`src/rtl/chgdet_pkg.sv`:
```
package chgdet_pkg;

    typedef enum logic [2:0] {
        ST_IDLE       = 3'd0,
        ST_CONTACT    = 3'd1,
        ST_CONTACT_OK = 3'd2,
        ST_PRIM_OK    = 3'd3,
        ST_SEC_OK     = 3'd4,
        ST_FOUND      = 3'd5
    } det_state_e;

    typedef enum logic [1:0] {
        PT_NONE = 2'd0,
        PT_SDP  = 2'd1,
        PT_DCP  = 2'd2,
        PT_CDP  = 2'd3
    } port_type_e;

    typedef struct packed {
        logic block_on;
        logic nondrive;
        logic dcd_src;
        logic prim_en;
        logic sec_en;
    } fe_ctrl_t;

    // Front-end enables implied by each phase of the sequence.
    function automatic fe_ctrl_t fe_for_state(det_state_e s);
        fe_ctrl_t f;
        f = '0;
        f.block_on = (s == ST_CONTACT) || (s == ST_CONTACT_OK) ||
                     (s == ST_PRIM_OK) || (s == ST_SEC_OK);
        f.nondrive = f.block_on;
        f.dcd_src  = (s == ST_CONTACT);
        f.prim_en  = (s == ST_CONTACT_OK);
        f.sec_en   = (s == ST_PRIM_OK);
        return f;
    endfunction

    function automatic logic wants_enum(port_type_e t);
        return (t == PT_SDP) || (t == PT_CDP);
    endfunction

endpackage

```
`src/rtl/chgdet_sync.sv`:
```
module chgdet_sync #(
    parameter int W      = 3,
    parameter int STAGES = 2
) (
    input  logic         clk,
    input  logic         rst,
    input  logic [W-1:0] d,
    output logic [W-1:0] q
);
    logic [W-1:0] stage [STAGES];

    for (genvar i = 0; i < STAGES; i++) begin : g_stage
        if (i == 0) begin : g_first
            always_ff @(posedge clk) begin
                if (rst) stage[i] <= '0;
                else     stage[i] <= d;
            end
        end else begin : g_next
            always_ff @(posedge clk) begin
                if (rst) stage[i] <= '0;
                else     stage[i] <= stage[i-1];
            end
        end
    end

    assign q = stage[STAGES-1];
endmodule

```
`src/rtl/chgdet_dwell.sv`:
```
module chgdet_dwell #(
    parameter int CW = 8
) (
    input  logic          clk,
    input  logic          rst,
    input  logic          load,
    input  logic [CW-1:0] load_val,
    input  logic          tick,
    output logic          expired
);
    logic [CW-1:0] cnt;

    always_ff @(posedge clk) begin
        if (rst)                     cnt <= '0;
        else if (load)               cnt <= load_val;
        else if (tick && cnt != '0)  cnt <= cnt - 1'b1;
    end

    assign expired = (cnt == '0);
endmodule

```
`src/rtl/chgdet_seq.sv`:
```
module chgdet_seq
    import chgdet_pkg::*;
#(
    parameter int DCD_TICKS  = 100,
    parameter int PRIM_TICKS = 40,
    parameter int SEC_TICKS  = 40,
    parameter int DCD_MAX    = 6,
    parameter int CW         = 7
) (
    input  logic          clk,
    input  logic          rst,
    input  logic          sess_valid,
    input  logic          contact,
    input  logic          prim_hi,
    input  logic          sec_hi,
    input  logic          expired,
    output det_state_e    state,
    output port_type_e    ptype,
    output logic          load,
    output logic [CW-1:0] load_val
);
    localparam int RW = $clog2(DCD_MAX + 1);
    localparam logic [RW-1:0] LAST_POLL = RW'(DCD_MAX - 1);

    logic          sess_q;
    logic [RW-1:0] retries, retries_n;
    det_state_e    state_n;
    port_type_e    ptype_n;

    always_comb begin
        state_n   = state;
        ptype_n   = ptype;
        retries_n = retries;
        load      = 1'b0;
        load_val  = '0;
        if (!sess_valid) begin
            state_n   = ST_IDLE;
            ptype_n   = PT_NONE;
            retries_n = '0;
        end else begin
            unique case (state)
                ST_IDLE: if (!sess_q) begin
                    state_n   = ST_CONTACT;
                    retries_n = '0;
                    load      = 1'b1;
                    load_val  = CW'(DCD_TICKS);
                end
                ST_CONTACT: if (expired) begin
                    load = 1'b1;
                    if (contact || retries == LAST_POLL) begin
                        state_n  = ST_CONTACT_OK;
                        load_val = CW'(PRIM_TICKS);
                    end else begin
                        retries_n = retries + 1'b1;
                        load_val  = CW'(DCD_TICKS);
                    end
                end
                ST_CONTACT_OK: if (expired) begin
                    if (prim_hi) begin
                        state_n  = ST_PRIM_OK;
                        load     = 1'b1;
                        load_val = CW'(SEC_TICKS);
                    end else begin
                        state_n = ST_FOUND;
                        ptype_n = PT_SDP;
                    end
                end
                ST_PRIM_OK: if (expired) begin
                    state_n = ST_SEC_OK;
                    ptype_n = sec_hi ? PT_DCP : PT_CDP;
                end
                ST_SEC_OK: state_n = ST_FOUND;
                default:   state_n = state;
            endcase
        end
    end

    always_ff @(posedge clk) begin
        if (rst) begin
            state   <= ST_IDLE;
            ptype   <= PT_NONE;
            retries <= '0;
            sess_q  <= 1'b0;
        end else begin
            state   <= state_n;
            ptype   <= ptype_n;
            retries <= retries_n;
            sess_q  <= sess_valid;
        end
    end
endmodule

```
`src/rtl/chgdet_limit.sv`:
```
module chgdet_limit #(
    parameter int MA_W = 11
) (
    input  logic            clk,
    input  logic            rst,
    input  logic            req_valid,
    input  logic [MA_W-1:0] req_ma,
    output logic [MA_W-1:0] cur_ma,
    output logic            upd
);
    always_ff @(posedge clk) begin
        if (rst) begin
            cur_ma <= '0;
            upd    <= 1'b0;
        end else if (req_valid && req_ma != cur_ma) begin
            cur_ma <= req_ma;
            upd    <= 1'b1;
        end else begin
            upd    <= 1'b0;
        end
    end
endmodule

```
`src/rtl/chgdet_ctrl.sv`:
```
module chgdet_ctrl
    import chgdet_pkg::*;
#(
    parameter int DCD_TICKS  = 100,
    parameter int PRIM_TICKS = 40,
    parameter int SEC_TICKS  = 40,
    parameter int DCD_MAX    = 6,
    parameter int MA_W       = 11,
    parameter int SDP_MA     = 100,
    parameter int CHG_MA     = 1500
) (
    input  logic            clk,
    input  logic            rst,
    input  logic            tick_ms,
    input  logic            sess_valid,
    input  logic            contact_raw,
    input  logic            prim_cmp_raw,
    input  logic            sec_cmp_raw,
    input  logic            host_ma_valid,
    input  logic [MA_W-1:0] host_ma,
    output logic            fe_block_on,
    output logic            fe_nondrive,
    output logic            fe_dcd_src,
    output logic            fe_prim_en,
    output logic            fe_sec_en,
    output logic [2:0]      det_state,
    output logic [1:0]      port_type,
    output logic            det_done,
    output logic [MA_W-1:0] cur_ma,
    output logic            cur_ma_upd,
    output logic            enum_req
);
    localparam int MAX_A  = (DCD_TICKS > PRIM_TICKS) ? DCD_TICKS : PRIM_TICKS;
    localparam int MAX_T  = (MAX_A > SEC_TICKS) ? MAX_A : SEC_TICKS;
    localparam int CW     = $clog2(MAX_T + 1);

    logic [2:0]      sync_q;
    logic            expired, load;
    logic [CW-1:0]   load_val;
    det_state_e      state;
    port_type_e      ptype;
    fe_ctrl_t        fe;
    logic            found_q, found_enter;
    logic            req_valid;
    logic [MA_W-1:0] req_ma;

    chgdet_sync #(.W(3), .STAGES(2)) u_sync (
        .clk(clk), .rst(rst),
        .d({contact_raw, prim_cmp_raw, sec_cmp_raw}),
        .q(sync_q)
    );

    chgdet_dwell #(.CW(CW)) u_dwell (
        .clk(clk), .rst(rst), .load(load), .load_val(load_val),
        .tick(tick_ms), .expired(expired)
    );

    chgdet_seq #(
        .DCD_TICKS(DCD_TICKS), .PRIM_TICKS(PRIM_TICKS), .SEC_TICKS(SEC_TICKS),
        .DCD_MAX(DCD_MAX), .CW(CW)
    ) u_seq (
        .clk(clk), .rst(rst), .sess_valid(sess_valid),
        .contact(sync_q[2]), .prim_hi(sync_q[1]), .sec_hi(sync_q[0]),
        .expired(expired), .state(state), .ptype(ptype),
        .load(load), .load_val(load_val)
    );

    always_ff @(posedge clk) begin
        if (rst) found_q <= 1'b0;
        else     found_q <= (state == ST_FOUND);
    end
    assign found_enter = (state == ST_FOUND) && !found_q;

    // Current request arbitration: abort, then detection default, then host.
    always_comb begin
        req_valid = 1'b0;
        req_ma    = '0;
        if (!sess_valid) begin
            req_valid = 1'b1;
        end else if (found_enter) begin
            req_valid = 1'b1;
            req_ma    = (ptype == PT_SDP) ? MA_W'(SDP_MA) : MA_W'(CHG_MA);
        end else if (host_ma_valid && state == ST_FOUND && ptype == PT_SDP) begin
            req_valid = 1'b1;
            req_ma    = host_ma;
        end
    end

    chgdet_limit #(.MA_W(MA_W)) u_limit (
        .clk(clk), .rst(rst), .req_valid(req_valid), .req_ma(req_ma),
        .cur_ma(cur_ma), .upd(cur_ma_upd)
    );

    assign fe          = fe_for_state(state);
    assign fe_block_on = fe.block_on;
    assign fe_nondrive = fe.nondrive;
    assign fe_dcd_src  = fe.dcd_src;
    assign fe_prim_en  = fe.prim_en;
    assign fe_sec_en   = fe.sec_en;
    assign det_state   = state;
    assign port_type   = ptype;
    assign det_done    = (state == ST_FOUND);
    assign enum_req    = det_done && wants_enum(ptype);
endmodule

```
`config.mk`:
```
export PLATFORM = sky130hd
export DESIGN_NAME = chgdet_ctrl
export DESIGN_NICKNAME = d
export VERILOG_FILES = /design/src/rtl/chgdet_pkg.sv /design/src/rtl/chgdet_sync.sv /design/src/rtl/chgdet_dwell.sv /design/src/rtl/chgdet_seq.sv /design/src/rtl/chgdet_limit.sv /design/src/rtl/chgdet_ctrl.sv
export SDC_FILE = /design/constraint.sdc
export NUM_CORES = 1
export LEC_CHECK = 0
export BUFFER_PORTS_ARGS = -buffer_cell sky130_fd_sc_hd__buf_4
export CORE_UTILIZATION = 35
export CTS_CLUSTER_DIAMETER = 80
export DETAILED_ROUTE_END_ITERATION = 10
export PLACE_DENSITY = 0.56
export SLEW_MARGIN = 5
export SYNTH_ARGS = -nofsm -noshare
export SYNTH_HDL_FRONTEND = slang
export SYNTH_SLANG_ARGS = --single-unit
```
`constraint.sdc`:
```
create_clock -name clk -period 2.4 [get_ports clk]
set_clock_uncertainty 0.15 [all_clocks]
set_input_delay 0.48 -clock clk [delete_from_list [all_inputs] [get_ports clk]]
set_output_delay 0.48 -clock clk [all_outputs]
set_load 0.01 [all_outputs]
```
==> results.md, run 1 <==
- Initial Util: 0.372
- Final period util: 1.04
- Pre-antenna DRT Iters: 4
- Async S/R FF share, synth: 0
- IO buf count: between 40 and 50
- DR DRC count: 0
- Critical Path End Type: register
- Clock sinks: 35
- Psw: slightly below 400 uW
- Commonest non-fill, non-tap cell in the layout: buf_4
- PwrDens: ~480 nW/um^2
- Top-level I/O count: 43
- Mapped Area: 1940 sq um
- Pre-CTS setup slack: -0.442 ns
- Placed Area: around 2500 sq um
- Final HPWL from detailed placement: roughly 3900 microns
- CP startpoint kind: register
- Placer congestion estimate: about 0.8
- Die W: roughly 76 microns
- Total wire length: 5560 microns
- Vias per std cell: 5.18
- Post-route minimum period: around 2.5 ns
- Die area: slightly below 6000 sq um
- # diodes: 0
- Depth of the CTS H-tree: 2
- Switching share of power: 0.293
- Synthesis Warnings: 0
- Fin Setup TNS: -0.790 ns
- CP required: between 2 and 2.5 ns
- Crit-path max FO: 5
- Synthesized-area fraction occupied by adder cells: 0.0258
- Clk slew on worst S/H paths: approximately 0.070 ns
- Post-synth EDFFs: 0
- Synth Area in XOR/XNOR: 0.0452
- Maximum capacitance violations: 0
- Num CTS Buffers: 5
- Vias in the first global route: roughly 1.9k
- Max Slew Vio Count: 0
- Avg WL per Cell: 14.7 microns
- Global-route wire length before repair: around 9100 microns
- Clock root buffer: clkbuf_8
- Largest family of logic cells by synthesized area: simple AND/OR/NAND/NOR gates
- Leakage: between 1 and 1.5 nW
- Gr usage total: 0.198
- First-iteration detailed-routing DRC count: 123
- Failing checks: setup timing
- Finished Layout Cells: approximately 380
- Worst vdd ir: 0.000327 V
- Sequential share of power: 0.482
- Core ar.: around 5200 sq um
- Via count: around 2k
- Final nets: 330
- Skew-Pair Late Insertion Delay: 0.29 ns
- Mapped Cells: 230
- CTS tree: done
- Final setup fails: 11
- Clock buffer depth: 2
- Final hold violations: 0
- Post-synthesis simple-gate area fraction: 0.276
- Min-delay worst type: register to register
- Slew @ Worst Pin: 0.438 ns
- # fillers: approximately 530
- Comb pwr share: 0.204
- Clock share of power: 0.314
- Die H: between 70 and 80 microns
- Outcome: finished, violations left
- Hold_buf cts: 0
- Mux share of post-synthesis cell area: 0.00516
- Std cell rows: 26
- Fmax: ~0.40 GHz
- Synth unique cells: 56
- #FFs+latches synth: 35
- Final worst setup slack: -0.0922 ns
- Synth Flop Type: dfxtp_1
- Internal: 941 uW
- Mean post-synth cell area: between 8 and 9 sq um
- Syn_nets: around 250
- WS Path Type: register to register
- Compound-Gate Fraction of Synth Area: 0.225
- Seq/Total Area, Yosys: 0.362
- Remaining Overflow, GRT: 0
- DRT antenna net count: 0
- Share of cells above drive strength 1: 0.377
- Slew headroom: 0.706
- Initial antenna violation count: 0
- Largest net degree at the start of global routing: 15
- Worst endpoint data arrival time: around 2.6 ns
- Most frequent cells in the layout: buf_4, dfxtp_1, nor2_1
- Dpl cells: about 360
- Design area: 2750 sq um
- RSZ-0062 raised after global routing: true
- Layout area overhead: 42.0%
## synthesized netlist by cell type, drive strengths merged (4+ instances only)
cell type / instances / share of area
xnor2: 6 / 0.027
nor3: 7 / 0.018
xor2: 4 / 0.018
nand3: 5 / 0.013
dfxtp: 35 / 0.36
a211oi: 5 / 0.019
ha: 4 / 0.026
a31oi: 7 / 0.030
buf: 7 / 0.025
a21oi: 14 / 0.036
nand2: 18 / 0.039
o31ai: 5 / 0.019
and3: 4 / 0.014
inv: 16 / 0.031
nor2b: 10 / 0.032
nor2: 26 / 0.050
o21ai: 5 / 0.013
## worst paths after layout
kind / startpoint / end / slack [ns] / depth (start not counted)
max: u_seq.state[1] / u_limit.cur_ma[9] / -0.09 / 7
min reg2reg: u_sync.stage[1][0] / u_seq.ptype[0] / 0.26 / 1
min: u_sync.stage[1][0] / u_seq.ptype[0] / 0.26 / 1
max reg2reg: u_seq.state[1] / u_limit.cur_ma[9] / -0.09 / 7
## layer usage
| layer | wire length, microns | vias to the layer above | GRT usage |
|---|---|---|---|
| met5 | 0 | - | 0 |
| li1 | - | 989 | - |
| met2 | 2430 | 54 | 0.301 |
| met4 | 140 | 0 | 0.0942 |
| met3 | 295 | 10 | 0.0383 |
| met1 | 2690 | 904 | 0.267 |
## power groups by stage
stage / registers, mW / logic [mW] / clock network (mW)
floorplan: 0.648 / 0.178 / 0
global placement: 0.650 / 0.260 / 0
detailed placement: 0.650 / 0.264 / 0
CTS: 0.637 / 0.269 / 0.429
global route: 0.646 / 0.306 / 0.457
finish: 0.641 / 0.272 / 0.418
## critical path: stages (launching register included)
cell and delay, ns:
dfxtp_2 0.33, and4b_4 0.37, a31oi_4 0.09, o41ai_2 0.37, o2111ai_2 0.22, or4_4 0.63
nand2_8 0.12, a32o_1 0.15
## sequential cells by signal (all words and copies together), names as in the netlist
| register | cells |
|---|---|
| u_seq.state | 3 |
| u_seq.retries | 3 |
| found_q | 1 |
| u_sync.stage | 6 |
| u_limit.cur_ma | 11 |
| u_seq.ptype | 2 |
| u_seq.sess_q | 1 |
| u_limit.upd | 1 |
| u_dwell.cnt | 7 |
## kinds of logic (layout without fill, tap and decap cells)
group,after synthesis,in the layout
adder cells (fa/ha/maj),4,4
multiplexers,1,1
flip-flops,35,35
AND/OR/NAND/NOR,95,98
AO/OA/AOI/OAI,59,59
buffers and inverters,26,101
XOR/XNOR,10,10
## repair_timing
item | in CTS | in global routing
gates cloned | 2 | 1
setup endpoints to repair | 11 | 16
gates resized for setup | 19 | 7
pin swaps | 9 | 3
setup buffers | 2 | 1
## stage by stage
stage               total power, mW   util  hold WS (ns)
floorplan                     0.826      -         0.251
finish                         1.33  0.529         0.262
global route                   1.41  0.529         0.293
detailed placement            0.915  0.484         0.264
CTS                            1.34  0.520         0.263
global placement              0.910  0.484         0.263
## area by class of cell
cell class | instances | area [sq um] | area share
multi-input combinational | 172 | 1240 | 0.449
sequential | 35 | 704 | 0.256
timing repair buffer | 77 | 582 | 0.211
tap | 70 | 87.6 | 0.0318
clock buffer | 7 | 76.3 | 0.0277
inverter | 16 | 60.1 | 0.0218
clock inverter | 1 | 5.00 | 0.00182
Note: power is estimated with default switching activity, not from simulation.
==> run 2, diff against run 1 <==
Settings changed: CORE_UTILIZATION 35 to 48, PLACE_DENSITY 0.56 to 0.73.
==> run 2 against run 1 <==
The flow still finishes with violations (setup timing); count of clock-buffer cells in the layout down 2; clock power barely moved; combinational power barely moved; utilization rose by 22 points; critical path type unchanged; largest power group unchanged.
==> results.md, run 2 (synthesized netlist as in run 1, its figures left out) <==
- Outcome: finished, violations left
- Failing checks: setup timing
- Final nets: 337 (+2.1%)
- Initial Util: 0.514 (+0.142)
- CP required: 2.44 ns (-0.04 ns)
- Fmax: 0.405 GHz (+0.99%)
- Worst vdd ir: 0.000395 V (+21%)
- Sequential share of power: 0.479 (-0.003)
- Clock buffer depth: 2 (unchanged)
- Share of cells above drive strength 1: 0.400 (+0.0234)
- Dpl cells: 346 (-4.9%)
- Fin Setup TNS: -0.507 ns (+0.283 ns)
- Final HPWL from detailed placement: 3720 microns (-4.9%)
- WS Path Type: register to register
- # diodes: 0 (unchanged)
- Placed Area: 2520 sq um (about the same)
- Switching share of power: 0.298 (+0.00501)
- # fillers: 297 (-43%)
- Final hold violations: 0 (unchanged)
- Total wire length: 5410 microns (-2.7%)
- Most flops, register: u_limit.cur_ma
- Min-delay worst type: input port to register
- DR DRC count: 0 (unchanged)
- RSZ-0062 raised after global routing: true
- Max Slew Vio Count: 0 (unchanged)
- Layout area overhead: 45.1%
- Largest net degree at the start of global routing: 16 (+1)
- Critical Path End Type: register
- Slew @ Worst Pin: 0.414 ns (-0.0240 ns)
- Most frequent cells in the layout: buf_4, dfxtp_1, nor2_1
- Area occupied by multi-input gates: 1250 sq um (+1.0%)
- Vias in the first global route: 1914 (+2.2%)
- Pre-CTS setup slack: -0.436 ns (+0.00503 ns)
- Gr usage total: 0.259 (+0.0613)
- Maximum capacitance violations: 0 (unchanged)
- Die area: 4300 sq um (-26%)
- Die W: 65.5 microns (-14%)
- Top Registers: u_limit.cur_ma (11), u_dwell.cnt (7), u_sync.stage (6)
- Depth of the CTS H-tree: 2 (unchanged)
- Finished Layout Cells: 363 (-4.0%)
- Leakage: 1.22 nW (+4.0%)
- Vias per std cell: 5.62 (+8.5%)
- Crit-path max FO: 8 (+3)
- Final period util: 1.03 (-0.0102)
- Clock sinks: 35 (unchanged)
- IO buf count: 42 (unchanged)
- CTS tree: done
- DRT antenna net count: 0 (unchanged)
- Std cell rows: 22 (-15%)
- Die H: 65.5 microns (-14%)
- Final core occ: 0.746 (+0.217)
- Clock share of power: 0.316 (+0.002)
- Via count: 2040 (+4.2%)
- Placer congestion estimate: 0.894 (+11%)
- Internal: 937 uW (-0.41%)
- Core ar.: 3770 sq um (-28%)
- Slew headroom: 0.722 (+0.0161)
- Register Area: 707 sq um (+0.36%)
- Skew-Pair Late Insertion Delay: 0.30 ns (about the same)
- Initial antenna violation count: 0 (unchanged)
- Post-route minimum period: 2.47 ns (-0.0244 ns)
- Remaining Overflow, GRT: 0 (unchanged)
- Largest register FFs: 11 (unchanged)
- Clk slew on worst S/H paths: 0.07 ns (about the same)
- Design area: 2810 sq um (+2.2%)
- Num CTS Buffers: 5 (unchanged)
- Comb pwr share: 0.205 (about the same)
- Final setup fails: 11 (unchanged)
- Avg WL per Cell: 14.9 microns (+1.4%)
- Pre-antenna DRT Iters: 4 (unchanged)
- CP startpoint kind: register
- PwrDens: 474 nW/um^2 (-1.9%)
- Final worst setup slack: -0.0678 ns (+0.0244 ns)
- Worst endpoint data arrival time: 2.50 ns (-0.07 ns)
- Commonest non-fill, non-tap cell in the layout: buf_4
- Psw: 397 uW (+2.0%)
- First-iteration detailed-routing DRC count: 100 (-19%)
- Global-route wire length before repair: 8480 microns (-6.9%)
- Top-level I/O count: 43 (unchanged)
- Clock root buffer: clkbuf_8
[run 2: worst max-delay path: stages, from the launching register on]
cell,delay (ns)
dfxtp_2,0.35
and4b_4,0.38
a31oi_1,0.13
o41ai_2,0.44
o2111ai_2,0.19
buf_4,0.18
nor4_4,0.13
buf_6,0.17
nor3_4,0.05
a32o_1,0.20
[run 2: what timing repair did]
action | in CTS | in global routing
setup endpoints to repair | 11 | 17
pin swaps | 6 | 7
hold buffers | 0 | 0
setup buffers | 4 | 3
cloned | 2 | 0
hold endpoints to repair | 0 | 0
gates resized for setup | 21 | 15
[run 2: power groups by stage]
stage,clock (mW),combinational (mW),sequential [mW]
after global placement,0,0.257,0.650
after floorplan,0,0.178,0.648
final,0.421,0.274,0.639
after CTS,0.432,0.267,0.636
after global routing,0.453,0.305,0.644
after detailed placement,0,0.263,0.651
[run 2: worst paths after layout]
kind / from / endpoint / slack, ns / cells past startpoint
setup / recovery: u_seq.ptype[1] / u_limit.cur_ma[0] / -0.07 / 9
hold / removal: contact_raw / u_sync.stage[0][2] / 0.25 / 2
hold reg to reg: u_sync.stage[1][0] / u_seq.ptype[0] / 0.28 / 1
setup reg to reg: u_seq.ptype[1] / u_limit.cur_ma[0] / -0.07 / 9
[run 2: cell type report]
class                      count  area share
multi-input combinational    171       0.444
sequential                    35       0.251
timing repair buffer          85       0.232
clock buffer                   5      0.0245
inverter                      16      0.0214
tap                           48      0.0214
clock inverter                 3     0.00534
[run 2: metrics by stage]
step	power [mW]	hold WS, ns
after detailed placement	0.914	0.273
after global placement	0.907	0.268
final	1.33	0.249
after CTS	1.34	0.244
after floorplan	0.826	0.251
after global routing	1.40	0.280
[run 2: layer usage]
| layer | GRT usage | part of all wire | up-vias |
|---|---|---|---|
| met5 | 0 | 0 | - |
| met4 | 0.106 | 0.016 | 0 |
| met3 | 0.0660 | 0.056 | 8 |
| met2 | 0.411 | 0.46 | 64 |
| met1 | 0.332 | 0.47 | 968 |
| li1 | - | - | 1000 |
==> run 3, diff against run 2 <==
--- a/config.mk
+++ b/config.mk
@@ -12,2 +12,3 @@
 export PLACE_DENSITY = 0.73
+export SETUP_SLACK_MARGIN = 0.5
 export SLEW_MARGIN = 5
--- a/constraint.sdc
+++ b/constraint.sdc
@@ -4,2 +4,2 @@
 set_output_delay 0.48 -clock clk [all_outputs]
-set_load 0.01 [all_outputs]
+set_load 0.05 [all_outputs]
==> run 3 against run 2 <==
The run still ends with setup timing left; worst setup slack worse by 0.039 ns; global-route usage is 2.7 points higher; via count is 7.2% higher; non-clock buffer count is 12 higher; sequential power is 2% higher; critical endpoint unchanged; highest routed layer unchanged.
==> results.md, run 3 (synthesized netlist as in run 1, its figures left out) <==
- First-iteration detailed-routing DRC count: 224 (+120%)
- Maximum capacitance violations: 0 (unchanged)
- Hold_buf cts: 0 (unchanged)
- Total wire length: 6330 microns (+17%)
- Fmax: 0.399 GHz (-1.6%)
- # diodes: 0 (unchanged)
- Remaining Overflow, GRT: 0 (unchanged)
- Fin Hold WS: 0.247 ns (-0.00277 ns)
- Final hold violations: 0 (unchanged)
- Vias per std cell: 5.81 (+3.5%)
- Initial Util: 0.514 (unchanged)
- CTS tree: done
- DRT antenna net count: 0 (unchanged)
- Outcome: finished, violations left
- Most frequent cells in the layout: buf_4, dfxtp_1, nor2_1
- Clock buffer depth: 2 (unchanged)
- Pre-antenna DRT Iters: 4 (unchanged)
- Top Registers: u_limit.cur_ma (11), u_dwell.cnt (7), u_sync.stage (6)
- Critical Path End Type: register
- Top-level I/O count: 43 (unchanged)
- Clock root buffer: clkbuf_8
- Worst endpoint data arrival time: 2.59 ns (+0.09 ns)
- Met3 GRT Util: 0.0642 (-0.00174)
- PwrDens: 499 nW/um^2 (+5.2%)
- Met2 Use GR: 0.459 (+0.0477)
- Die H: 65.5 microns (unchanged)
- IO buf count: 42 (unchanged)
- Slew @ Worst Pin: 0.378 ns (-0.0361 ns)
- Met1 Usage GRT: 0.372 (+0.0406)
- Die area: 4300 sq um (unchanged)
- Area occupied by multi-input gates: 1410 sq um (+13%)
- Placer congestion estimate: 0.918 (+2.6%)
- Global-route wire length before repair: 9260 microns (+9.2%)
- Final period util: 1.04 (+0.0162)
- CP startpoint kind: register
- Core ar.: 3770 sq um (unchanged)
- GR peak layer: met2
- Gr usage total: 0.287 (+0.0274)
- Max Slew Vio Count: 0 (unchanged)
- Final worst setup slack: -0.107 ns (-0.0389 ns)
- Leakage: 1.35 nW (+11%)
- Overall power: 1.60 mW (+20%)
- Clk slew on worst S/H paths: 0.07 ns (about the same)
- Final setup fails: 12 (+1)
- Worst vdd ir: 0.000502 V (+27%)
- Final HPWL from detailed placement: 3700 microns (-0.36%)
- DR DRC count: 0 (unchanged)
- Via count: 2186 (+7.2%)
- Layout area overhead: 65.3%
- CP Launch Point: u_seq.state[1]
- Initial antenna violation count: 0 (unchanged)
- Most flops, register: u_limit.cur_ma
- Register Area: 719 sq um (+1.8%)
- Std cell rows: 22 (unchanged)
- Final nets: 350 (+3.9%)
- Reg2reg start: u_seq.state[1]
- Crit-path max FO: 5 (-3)
- Worst hold start: prim_cmp_raw
- Vias in the first global route: 1959 (+2.4%)
- Depth of the CTS H-tree: 2 (unchanged)
- Largest register FFs: 11 (unchanged)
- Largest net degree at the start of global routing: 16 (unchanged)
- Skew-Pair Late Insertion Delay: 0.30 ns (about the same)
- Clock sinks: 35 (unchanged)
- Die W: 65.5 microns (unchanged)
- Num CTS Buffers: 5 (unchanged)
- # fillers: 210 (-29%)
- Avg WL per Cell: 16.8 microns (+13%)
- Share of cells above drive strength 1: 0.524 (+0.124)
- Commonest non-fill, non-tap cell in the layout: buf_4
- CP required: 2.49 ns (+0.05 ns)
- WS Path Type: register to register
- Post-route minimum period: 2.51 ns (+0.0389 ns)
- Failing checks: setup timing
- Slew headroom: 0.747 (+0.0253)
- RSZ-0062 raised after global routing: true
- Min-delay worst type: input port to register
[run 3: cell types whose count changed in the layout (fill, tap and decap cells not counted), moves of 4 or more]
cell	delta
buf_4	-7
buf_6	+13
buf_8	+6
dfxtp_1	-6
dfxtp_2	+4
nor2_1	-4
[run 3: timing repair]
| action | 4_1_cts | 5_1_grt |
|---|---|---|
| resized for setup | 59 | 34 |
| endpoints found under the setup margin | 31 | 30 |
| pin swaps | 19 | 12 |
| cloned | 3 | 0 |
| setup buffers | 14 | 11 |
[run 3: metal layers]
layer / up-vias / share of wire
met4: 0 / 0.023
met2: 117 / 0.48
li1: 1030 / -
met3: 19 / 0.081
met5: - / 0
met1: 1020 / 0.42
[run 3: worst paths after layout]
path                        endpoint  slack, ns  cells after the start
setup / recovery   u_limit.cur_ma[0]      -0.11                      7
hold / removal    u_sync.stage[0][1]       0.25                      2
setup reg to reg   u_limit.cur_ma[0]      -0.11                      7
hold reg to reg       u_seq.ptype[0]       0.28                      1
[run 3: worst max-delay path: stages, from the launching register on]
cell and delay, ns:
dfxtp_4 0.35, and4b_4 0.36, a31oi_1 0.11, o41ai_2 0.36, o2111ai_2 0.21, or4_4 0.64
nand2_8 0.10, a32o_1 0.16
[run 3: power by group]
part | total [mW] | leakage, nW | switching [mW] | internal (mW)
clock | 0.522 | 0.0594 | 0.228 | 0.294
sequential | 0.653 | 0.290 | 0.0382 | 0.615
combinational | 0.424 | 1.00 | 0.222 | 0.201
total | 1.60 | 1.35 | 0.488 | 1.11
[run 3: stage by stage]
stage               instance area (sq um)  utilization  std cells  setup WS (ns)  TNS, ns
detailed placement                   2510        0.667        340         -0.442    -4.42
floorplan                            1990            -        230         -0.213    -2.19
finish                               3200        0.850        376         -0.107    -1.03
CTS                                  3000        0.795        365         -0.112   -0.946
global placement                     2510        0.667        340         -0.389    -3.98
global route                         3200        0.850        376         -0.204    -2.11
[run 3: area by class of cell]
cell class                 count  area share
clock inverter                 1     0.00156
tap                           48      0.0187
multi-input combinational    172       0.440
sequential                    35       0.225
timing repair buffer          97       0.261
clock buffer                   7      0.0336
inverter                      16      0.0207
